## config.mk

```make
export PLATFORM = sky130hd
export DESIGN_NAME = prcfg_sequencer
export DESIGN_NICKNAME = d
export VERILOG_FILES = /design/src/rtl/prcfg_pkg.sv /design/src/rtl/prcfg_csr.sv /design/src/rtl/prcfg_ctrl.sv /design/src/rtl/prcfg_ratio.sv /design/src/rtl/prcfg_sequencer.sv
export SDC_FILE = /design/constraint.sdc
export NUM_CORES = 1
export LEC_CHECK = 0
export BUFFER_PORTS_ARGS = -buffer_cell sky130_fd_sc_hd__buf_4
export CAP_MARGIN = 20
export CORE_ASPECT_RATIO = 1.4
export CORE_MARGIN = 1
export CORE_UTILIZATION = 33
export CTS_BUF_LIST = sky130_fd_sc_hd__clkbuf_8
export CTS_CLUSTER_SIZE = 12
export DETAILED_ROUTE_END_ITERATION = 10
export HOLD_SLACK_MARGIN = 0.08
export PLACE_DENSITY_LB_ADDON = 0.3
export SYNTH_ARGS = -nofsm -noshare
export SYNTH_HDL_FRONTEND = slang
export SYNTH_SLANG_ARGS = --single-unit
export TNS_END_PERCENT = 1
```

## constraint.sdc

```tcl
create_clock -name clk -period 1.9 [get_ports clk]
set_clock_uncertainty 0.15 [all_clocks]
set_input_delay 0.38 -clock clk [delete_from_list [all_inputs] [get_ports clk]]
set_output_delay 0.38 -clock clk [all_outputs]
set_load 0.005 [all_outputs]
```

## src/rtl/prcfg_pkg.sv

```systemverilog
// Shared types for the reconfiguration sequencer.
// Assumes: status codes are visible to software, so their values are fixed.
package prcfg_pkg;
    typedef enum logic [2:0] {
        ST_IDLE     = 3'b000,
        ST_ERR      = 3'b001,
        ST_CRC      = 3'b010,
        ST_INCOMPAT = 3'b011,
        ST_BUSY     = 3'b100,
        ST_OK       = 3'b101
    } pr_status_e;

    typedef enum logic {
        PH_IDLE = 1'b0,
        PH_RUN  = 1'b1
    } pr_phase_e;

    localparam int STAT_OFS = 0;
    localparam int CTRL_OFS = 1;
    localparam int BUS_W    = 16;
endpackage

```

## src/rtl/prcfg_csr.sv

```systemverilog
// Register window: holds the start and double bits of the control word.
// Serves reads of the status and control offsets.
// Assumes: writes are dropped under debug mode or while busy;
// acceptance by the controller clears the start bit.
module prcfg_csr
    import prcfg_pkg::*;
#(
    parameter int ADDR_W = 4
) (
    input  logic              clk,
    input  logic              rst_n,
    input  logic [ADDR_W-1:0] bus_addr,
    input  logic              bus_wr,
    input  logic [BUS_W-1:0]  bus_wdata,
    output logic [BUS_W-1:0]  bus_rdata,
    input  logic              jtag_dbg,
    input  logic              busy,
    input  logic              accept,
    input  logic [2:0]        status,
    output logic              start_q,
    output logic              dbl_q
);
    logic wr_en;

    // Qualify a write: right offset, not in debug mode, no event running.
    always_comb wr_en = bus_wr && !jtag_dbg && !busy && (bus_addr == ADDR_W'(CTRL_OFS));

    // Hold the control bits; acceptance wins over a write in the same cycle.
    always_ff @(posedge clk) begin
        if (!rst_n) begin
            start_q <= 1'b0;
            dbl_q   <= 1'b0;
        end else if (accept) begin
            start_q <= 1'b0;
        end else if (wr_en) begin
            start_q <= bus_wdata[0];
            dbl_q   <= bus_wdata[1];
        end
    end

    // Read multiplexer for the two offsets.
    always_comb begin
        bus_rdata = '0;
        if (bus_addr == ADDR_W'(STAT_OFS))
            bus_rdata[2:0] = status;
        else if (bus_addr == ADDR_W'(CTRL_OFS))
            bus_rdata[1:0] = {dbl_q, start_q};
    end

    a_r8_debug_blocks: assert property (@(posedge clk) disable iff (!rst_n)
        (jtag_dbg && bus_wr && !start_q) |=> !start_q)
        else $error("R8 write during debug set start");

    a_r7_busy_blocks: assert property (@(posedge clk) disable iff (!rst_n)
        (busy && bus_wr) |=> !start_q)
        else $error("R7 write during event set start");
endmodule

```

## src/rtl/prcfg_ctrl.sv

```systemverilog
// Event sequencer: accepts a start and holds freeze for the event.
// Counts one or two done pulses and latches the final status code.
// Assumes: sink fault and done inputs are single-cycle pulses
// synchronous to clk.
module prcfg_ctrl
    import prcfg_pkg::*;
(
    input  logic       clk,
    input  logic       rst_n,
    input  logic       start_q,
    input  logic       dbl_q,
    input  logic       dbl_req,
    input  logic       sink_done,
    input  logic       sink_crc_err,
    input  logic       sink_incompat,
    input  logic       sink_err,
    output logic       accept,
    output logic       busy,
    output logic       freeze,
    output logic [2:0] status
);
    pr_phase_e  phase;
    pr_status_e stat_q;
    logic       pass_q;
    logic       dbl_mode;
    logic       dbl_eff;

    // An event is accepted only from idle.
    always_comb accept = (phase == PH_IDLE) && start_q;
    // The pin request counts in the same cycle it appears.
    always_comb dbl_eff = dbl_mode || dbl_req;

    // Phase, pass count, double flag and latched status.
    always_ff @(posedge clk) begin
        if (!rst_n) begin
            phase    <= PH_IDLE;
            stat_q   <= ST_IDLE;
            pass_q   <= 1'b0;
            dbl_mode <= 1'b0;
        end else begin
            unique case (phase)
                PH_IDLE: if (accept) begin
                    phase    <= PH_RUN;
                    stat_q   <= ST_BUSY;
                    pass_q   <= 1'b0;
                    dbl_mode <= dbl_q || dbl_req;
                end
                PH_RUN: begin
                    if (dbl_req) dbl_mode <= 1'b1;
                    if (sink_crc_err) begin
                        stat_q <= ST_CRC;
                        phase  <= PH_IDLE;
                    end else if (sink_incompat) begin
                        stat_q <= ST_INCOMPAT;
                        phase  <= PH_IDLE;
                    end else if (sink_err) begin
                        stat_q <= ST_ERR;
                        phase  <= PH_IDLE;
                    end else if (sink_done) begin
                        if (dbl_eff && !pass_q) begin
                            pass_q <= 1'b1;
                        end else begin
                            stat_q <= ST_OK;
                            phase  <= PH_IDLE;
                        end
                    end
                end
                default: phase <= PH_IDLE;
            endcase
        end
    end

    // Freeze and busy follow the phase register directly.
    always_comb begin
        busy   = (phase == PH_RUN);
        freeze = (phase == PH_RUN);
        status = stat_q;
    end

    a_r2_freeze_follows_start: assert property (@(posedge clk) disable iff (!rst_n)
        $rose(freeze) |-> $past(start_q))
        else $error("R2 freeze rose without start");

    a_r2_busy_code: assert property (@(posedge clk) disable iff (!rst_n)
        freeze |-> (status == ST_BUSY))
        else $error("R2 frozen without busy code");

    a_r6_final_held: assert property (@(posedge clk) disable iff (!rst_n)
        (!freeze && !start_q) |=> $stable(status))
        else $error("R6 final code changed without start");

    a_r4_second_pass: assert property (@(posedge clk) disable iff (!rst_n)
        (freeze && dbl_mode && !pass_q && sink_done && !sink_crc_err && !sink_incompat && !sink_err)
        |=> freeze)
        else $error("R4 first done ended a double event");
endmodule

```

## src/rtl/prcfg_ratio.sv

```systemverilog
// Data pacer: opens ready once every CDRATIO clocks during an event and
// passes accepted words straight to the sink.
// Assumes: the counter restarts at zero for each new event.
module prcfg_ratio #(
    parameter int DATA_W  = 8,
    parameter int CDRATIO = 4
) (
    input  logic              clk,
    input  logic              rst_n,
    input  logic              busy,
    input  logic [DATA_W-1:0] pr_data,
    input  logic              pr_valid,
    output logic              pr_ready,
    output logic [DATA_W-1:0] sink_data,
    output logic              sink_strobe
);
    localparam int CNT_W = (CDRATIO > 1) ? $clog2(CDRATIO) : 1;

    // Forward a word in the cycle it is accepted.
    always_comb begin
        sink_strobe = pr_valid && pr_ready;
        sink_data   = pr_data;
    end

    generate
        if (CDRATIO == 1) begin : g_full_rate
            // Every cycle of an event can carry a word.
            always_comb pr_ready = busy;
        end else begin : g_paced
            logic [CNT_W-1:0] gap_q;

            // Reload after each transfer and count down to the next slot.
            always_ff @(posedge clk) begin
                if (!rst_n || !busy) gap_q <= '0;
                else if (sink_strobe) gap_q <= CNT_W'(CDRATIO - 1);
                else if (gap_q != '0) gap_q <= gap_q - 1'b1;
            end

            // Ready opens only when the gap has run out.
            always_comb pr_ready = busy && (gap_q == '0);

            a_r9_spacing: assert property (@(posedge clk) disable iff (!rst_n)
                sink_strobe |=> !sink_strobe)
                else $error("R9 back-to-back transfers");
        end
    endgenerate

    a_r9_ready_in_event: assert property (@(posedge clk) disable iff (!rst_n)
        pr_ready |-> busy)
        else $error("R9 ready outside event");

    initial begin
        a_r11_width: assert (DATA_W == 1 || DATA_W == 2 || DATA_W == 4 ||
                             DATA_W == 8 || DATA_W == 16 || DATA_W == 32)
            else $error("R11 unsupported data width");
    end
endmodule

```

## src/rtl/prcfg_sequencer.sv

```systemverilog
// Top of the reconfiguration sequencer.
// Joins the register window, the event controller and the data pacer.
// Assumes: one clock domain; synchronous active-low reset.
module prcfg_sequencer
    import prcfg_pkg::*;
#(
    parameter int ADDR_W  = 4,
    parameter int DATA_W  = 8,
    parameter int CDRATIO = 4
) (
    input  logic              clk,
    input  logic              rst_n,
    input  logic [ADDR_W-1:0] bus_addr,
    input  logic              bus_wr,
    input  logic [15:0]       bus_wdata,
    output logic [15:0]       bus_rdata,
    input  logic              jtag_dbg,
    input  logic              dbl_req,
    input  logic [DATA_W-1:0] pr_data,
    input  logic              pr_valid,
    output logic              pr_ready,
    output logic [DATA_W-1:0] sink_data,
    output logic              sink_strobe,
    input  logic              sink_done,
    input  logic              sink_crc_err,
    input  logic              sink_incompat,
    input  logic              sink_err,
    output logic              freeze,
    output logic [2:0]        status
);
    logic start_q, dbl_q, accept, busy;

    prcfg_csr #(.ADDR_W(ADDR_W)) u_csr (
        .clk(clk), .rst_n(rst_n), .bus_addr(bus_addr), .bus_wr(bus_wr),
        .bus_wdata(bus_wdata), .bus_rdata(bus_rdata), .jtag_dbg(jtag_dbg),
        .busy(busy), .accept(accept), .status(status),
        .start_q(start_q), .dbl_q(dbl_q)
    );

    prcfg_ctrl u_ctrl (
        .clk(clk), .rst_n(rst_n), .start_q(start_q), .dbl_q(dbl_q),
        .dbl_req(dbl_req), .sink_done(sink_done), .sink_crc_err(sink_crc_err),
        .sink_incompat(sink_incompat), .sink_err(sink_err),
        .accept(accept), .busy(busy), .freeze(freeze), .status(status)
    );

    prcfg_ratio #(.DATA_W(DATA_W), .CDRATIO(CDRATIO)) u_ratio (
        .clk(clk), .rst_n(rst_n), .busy(busy), .pr_data(pr_data),
        .pr_valid(pr_valid), .pr_ready(pr_ready), .sink_data(sink_data),
        .sink_strobe(sink_strobe)
    );

    a_r1_reset_idle: assert property (@(posedge clk)
        !rst_n |=> (!freeze && status == 3'b000 && !pr_ready))
        else $error("R1 reset did not idle");
endmodule

```

==> flow_summary.ini, run 1 <==
[setup_path]
path_class = in2out
cp_max_fo = 7
end_kind = output pin
path_cells = buf_4 > or3_1 > nor3b_1 > buf_4
critPathLaunch = bus_addr[1]
r2r-end = u_ctrl.pass_q
cp_data_arrival_time_ns = 1.31
cp_slowest_cell = or3_1
cp.required_ns = 1.37
cp_top_family = simple AND/OR/NAND/NOR gates
endpoint = bus_rdata[2]
reg2regPathDepth = 3
cp_num_cells = 4
ff2ff_setup_slack_ns = 0.38
worstReg2RegStart = u_ctrl.busy
cp_common_cell = buf_4
start_kind = primary input
critPathMaxStageDelay_ns = 0.47
critPathBufInv = 2

[pwr]
max-vdd-ir-drop_mv = 0.400
p_total_w = 0.000547
power.density_nw_per_um2 = 633
p_leak_nw = 0.372

[routing]
drtIter0Drc = 13
vias_per_cell = 4.98
ant_nets = 0
num_vias = 623
finalWirelength_um = 1430
remaining_drc_errors = 0
wl_per_cell_um = 11.5
dr.pass1.iters = 4

[placement]
gp_congestion = 0.769
dpl.hpwl_um = 1140
io_buffer_count = 24
dpl_cell_area_um2 = 810

[synth]
ys.flop_type = dfxtp_1
synth.yosys.seq_area_share_pct = 27.7
ys_async_sr_fraction_pct = 0
syn-cell-area_um2 = 723
yosysUniqueCellTypes = 34
synth_edf_count = 0
synth-seq-cells = 10
syn_inst = 87
syn_area_per_cell_um2 = 8.31
ys_warn_count = 0

[grt]
antenna_found_initial = 0
grt_pass1_wl_um = 2400
grt_remaining_overflow = 0
grtUsageTotal_pct = 13.0
grt_max_degree = 13
grt_pass1_vias = 559

[sta]
hold_viol = 0
max_freq_mhz = 542
period_share_pct = 97.0
finalSetupTns_ns = 0
post-route-min-period_ns = 1.84
rsz0062_at_grt = false
setup_violations = 0
report.final.slew_viol_count = 0

[finish]
most-common-layout-cells = buf_4 (25), conb_1 (13), dfxtp_1 (10)
utilization_pct = 42.8
syn_to_final_growth_pct = 19.6
layout_commonest_cell = buf_4
drive_gt1_share_pct = 30.8
fin_nets = 144
n_antenna_cell = 0
fin_area_um2 = 865

[clock_tree]
clk_pin_slew_ns = 0.05
cts_htree_levels = 1
ctsHoldBuffers = 0
cts_resized = 0
insertion_delay_ns = 0.25
cts_buffer_depth = 2
cts.sinks = 10
post-cts-setup-buffers = 0
cts_inserted_buffers = 3
root_buffer = clkbuf_8
tritoncts = yes

[floorplan]
dieArea_um2 = 2390
pin_count = 68
initial_core_util_pct = 35.8
dieHeight_um = 57.4
rows = 19
coreArea_um2 = 2020
fp.dieW_um = 41.6

[hold_path]
min_path_type = in2reg

[flow_run]
maxCapViolations = 0

[outcome]
outcome = complete, no violations
flip-flops by register name, indices dropped and copies added, names as in the netlist:
| register | cells |
|---|---|
| u_ctrl.status | 3 |
| u_ratio.g_paced.gap_q | 2 |
| u_ctrl.busy | 1 |
| u_ctrl.pass_q | 1 |
| u_csr.dbl_q | 1 |
| u_ctrl.dbl_mode | 1 |
| u_csr.start_q | 1 |
per-stage QoR:
stage | hold WS, ns | setup WS, ns | std cells
2_1_floorplan | 0.286 | 0.261 | 99
3_3_place_gp | 0.299 | 0.0574 | 121
3_5_place_dp | 0.310 | 0.0403 | 121
4_1_cts | 0.228 | 0.0368 | 125
5_1_grt | 0.250 | 0.00933 | 125
6_report | 0.230 | 0.0561 | 125
report_power, final:
part,internal [W],switching [W],leakage [nW]
Clock,0.000183,0.0000954,0.0288
Combinational,0.0000291,0.0000262,0.262
Sequential,0.000212,0.00000148,0.0806
Total,0.000424,0.000123,0.372
cell usage after synthesis, types with 2 or more instances:
| cell type | count | area share, % |
|---|---|---|
| dfxtp_1 | 10 | 28 |
| or3_1 | 2 | 1.7 |
| o311a_1 | 2 | 2.8 |
| o21ai_0 | 3 | 2.1 |
| buf_4 | 22 | 23 |
| nor2_1 | 6 | 3.1 |
| o311ai_0 | 2 | 2.4 |
| clkbuf_1 | 2 | 1.0 |
| inv_1 | 3 | 1.6 |
| and2_1 | 2 | 1.7 |
| nand2_1 | 4 | 2.1 |
| nor2b_1 | 2 | 1.7 |
| mux2i_1 | 2 | 2.8 |
| a21oi_1 | 2 | 1.4 |
| o21a_1 | 2 | 2.1 |
| o21bai_1 | 2 | 2.1 |
| nor3b_1 | 2 | 2.1 |
final cells by class:
class | instances | area (um2)
flip-flops and latches | 10 | 200
repair buffers | 25 | 188
fillers | 196 | 1160
multi-input cells | 62 | 384
inverters | 3 | 11.3
well taps | 21 | 26.3
clock buffers | 4 | 55.1
cells by family after synthesis:
kind of cell | share of synthesized area, %
muxes | 2.77
and+or+nand+nor | 21.1
other | 0.519
buffers and inverters | 25.4
AOI/OAI and AO/OA | 20.8
adders and majority gates | 1.73
DFF | 27.7
worst min-delay path by stage:
stage | end | cells past startpoint | start
2_1_floorplan | u_ctrl.pass_q | 2 | u_ctrl.pass_q
3_3_place_gp | u_ctrl.pass_q | 2 | u_ctrl.pass_q
3_5_place_dp | u_ctrl.pass_q | 2 | u_ctrl.pass_q
4_1_cts | u_csr.dbl_q | 3 | bus_wdata[1]
5_1_grt | u_csr.dbl_q | 3 | bus_wdata[1]
6_report | u_csr.dbl_q | 3 | bus_wdata[1]
layer usage:
metal | vias up | global-route usage [%] | share of wire [%]
li1 | 304 | - | -
met1 | 284 | 14.0 | 38
met2 | 30 | 23.2 | 52
met3 | 5 | 0.949 | 6.1
met4 | 0 | 9.68 | 3.4
met5 | - | 0 | 0
worst reg2reg max path: stages, from the launching register on:
cell and delay (ns):
dfxtp_1 0.33, or4b_4 0.47, or3_1 0.36, a21boi_1 0.15
(Power assumes the default switching activity.)
==> run 2: changes to the inputs <==
ABC_CLOCK_PERIOD_IN_PS = 1970   (was not set)
CORE_UTILIZATION = 37   (was 33)
clock period = 1.97 ns   (was 1.9 ns; I/O delays follow)
==> run 2 against run 1 <==
  * Die area decreased by 10%
  * Critical endpoint unchanged
  * Worst hold slack improved by 0.026 ns
  * Non-clock buffer count increased by 1
  * Wire length increased by 7.0%
  * Total power decreased by 3.0%
  * Combinational power decreased by 0.9%
  * Critical path type unchanged
  * Global-route usage increased by 4.3 points
==> flow_summary.ini, run 2 (synthesis results as in run 1) <==
[setup_path]
r2r-end = u_ctrl.pass_q
path_class = in2out
cp.required_ns = 1.43
end_kind = output pin
cp_slowest_cell = or3_1
cp_common_cell = buf_4
start_kind = primary input
path_cells = buf_4 > or3_1 > nor3b_1 > buf_4
critPathMaxStageDelay_ns = 0.43
cp_max_fo = 4
reg2regPathDepth = 3
cp_data_arrival_time_ns = 1.28
worstReg2RegStart = u_ctrl.busy
ff2ff_setup_slack_ns = 0.45

[hold_path]
whs_path_depth = 3
min_path_type = in2reg
min_from = bus_wdata[1]
hold_path_end = u_csr.dbl_q

[finish]
most-common-layout-cells = buf_4 (26), conb_1 (13), dfxtp_1 (10)
fin_nets = 145
multi_input_area_um2 = 384
n_antenna_cell = 0
drive_gt1_share_pct = 31.4
utilization_pct = 48.3
largest_reg_flops = 3
layout_commonest_cell = buf_4
syn_to_final_growth_pct = 20.4
regArea_um2 = 200
fill_cells = 185

[clock_tree]
cts.sinks = 10
root_buffer = clkbuf_8
cts_resized = 0
cts_buffer_depth = 2
cts_htree_levels = 1
cts_inserted_buffers = 3
insertion_delay_ns = 0.25
tritoncts = yes
post-cts-setup-buffers = 0
ctsHoldBuffers = 0
clk_pin_slew_ns = 0.05

[routing]
vias_per_cell = 5.15
finalWirelength_um = 1530
remaining_drc_errors = 0
num_vias = 644
ant_nets = 0
wl_per_cell_um = 12.3
drtIter0Drc = 11
dr.pass1.iters = 4

[sta]
rsz0062_at_grt = false
report.final.slew_viol_count = 0
max-slew-margin-rel_pct = 65.9
period_share_pct = 92.4
hold_viol = 0
setup_violations = 0
post-route-min-period_ns = 1.82
finalSetupTns_ns = 0
tightest_slew_ns = 0.505
max_freq_mhz = 550

[outcome]
outcome = complete, no violations

[pwr]
max-vdd-ir-drop_mv = 0.420
power.density_nw_per_um2 = 610
p_leak_nw = 0.376

[floorplan]
initial_core_util_pct = 40.1
fp.dieW_um = 39.4
rows = 18
dieArea_um2 = 2140
coreArea_um2 = 1800
pin_count = 68
dieHeight_um = 54.3

[placement]
dpl.hpwl_um = 1160
io_buffer_count = 24
gp_congestion = 0.745

[flow_run]
maxCapViolations = 0

[grt]
antenna_found_initial = 0
grt_pass1_vias = 589
grt_pass1_wl_um = 2500
grt_max_degree = 13
grtUsageTotal_pct = 17.3
grt_remaining_overflow = 0
==> run 2: cell count changes in the layout (fill, tap and decap cells not counted) <==
cell,before,now
buf_4,25,26
==> run 2: layout make-up <==
type,count,share of cell area (%)
repair buffers,26,22.4
inverters,3,1.29
multi-input cells,62,44.1
clock buffers,4,6.32
flip-flops and latches,10,23.0
well taps,20,2.87
==> run 2: per-stage QoR <==
step	worst slack, ns	hold slack, ns	power (W)	cell area [um2]	instances
floorplan	0.303	0.286	0.000264	768	99
global placement	0.141	0.304	0.000263	816	121
detailed placement	0.143	0.317	0.000264	816	121
CTS	0.143	0.260	0.000537	871	125
global route	0.0926	0.285	0.000550	871	125
finish	0.150	0.256	0.000531	871	125
==> run 2: worst max-delay path by stage <==
stage | end | startpoint | slack [ns] | cells after the start
after floorplan | bus_rdata[2] | bus_addr[1] | 0.30 | 3
after global placement | bus_rdata[2] | bus_addr[1] | 0.14 | 4
after detailed placement | u_csr.dbl_q | bus_addr[1] | 0.14 | 5
after CTS | bus_rdata[2] | bus_addr[1] | 0.14 | 4
after global routing | bus_rdata[2] | bus_addr[1] | 0.09 | 4
final | bus_rdata[2] | bus_addr[1] | 0.15 | 4
==> run 2: routing by layer <==
| layer | wire (um) | vias up | track usage (%) |
|---|---|---|---|
| met4 | 42 | 0 | 11.5 |
| met2 | 746 | 30 | 29.2 |
| met1 | 646 | 302 | 19.2 |
| met5 | 0 | - | 0 |
| li1 | - | 307 | - |
| met3 | 97 | 5 | 3.25 |
==> run 2: where the power goes <==
group / internal [W] / switching, W / total [W]
combinational: 0.0000290 / 0.0000258 / 0.0000548
clock: 0.000177 / 0.0000936 / 0.000270
sequential: 0.000204 / 0.00000140 / 0.000206
total: 0.000410 / 0.000121 / 0.000531
==> run 2: critical path, delay by kind of cell <==
family | cells | cell delay, ns
buf+inv | 2 | 0.25
simple gates | 2 | 0.64
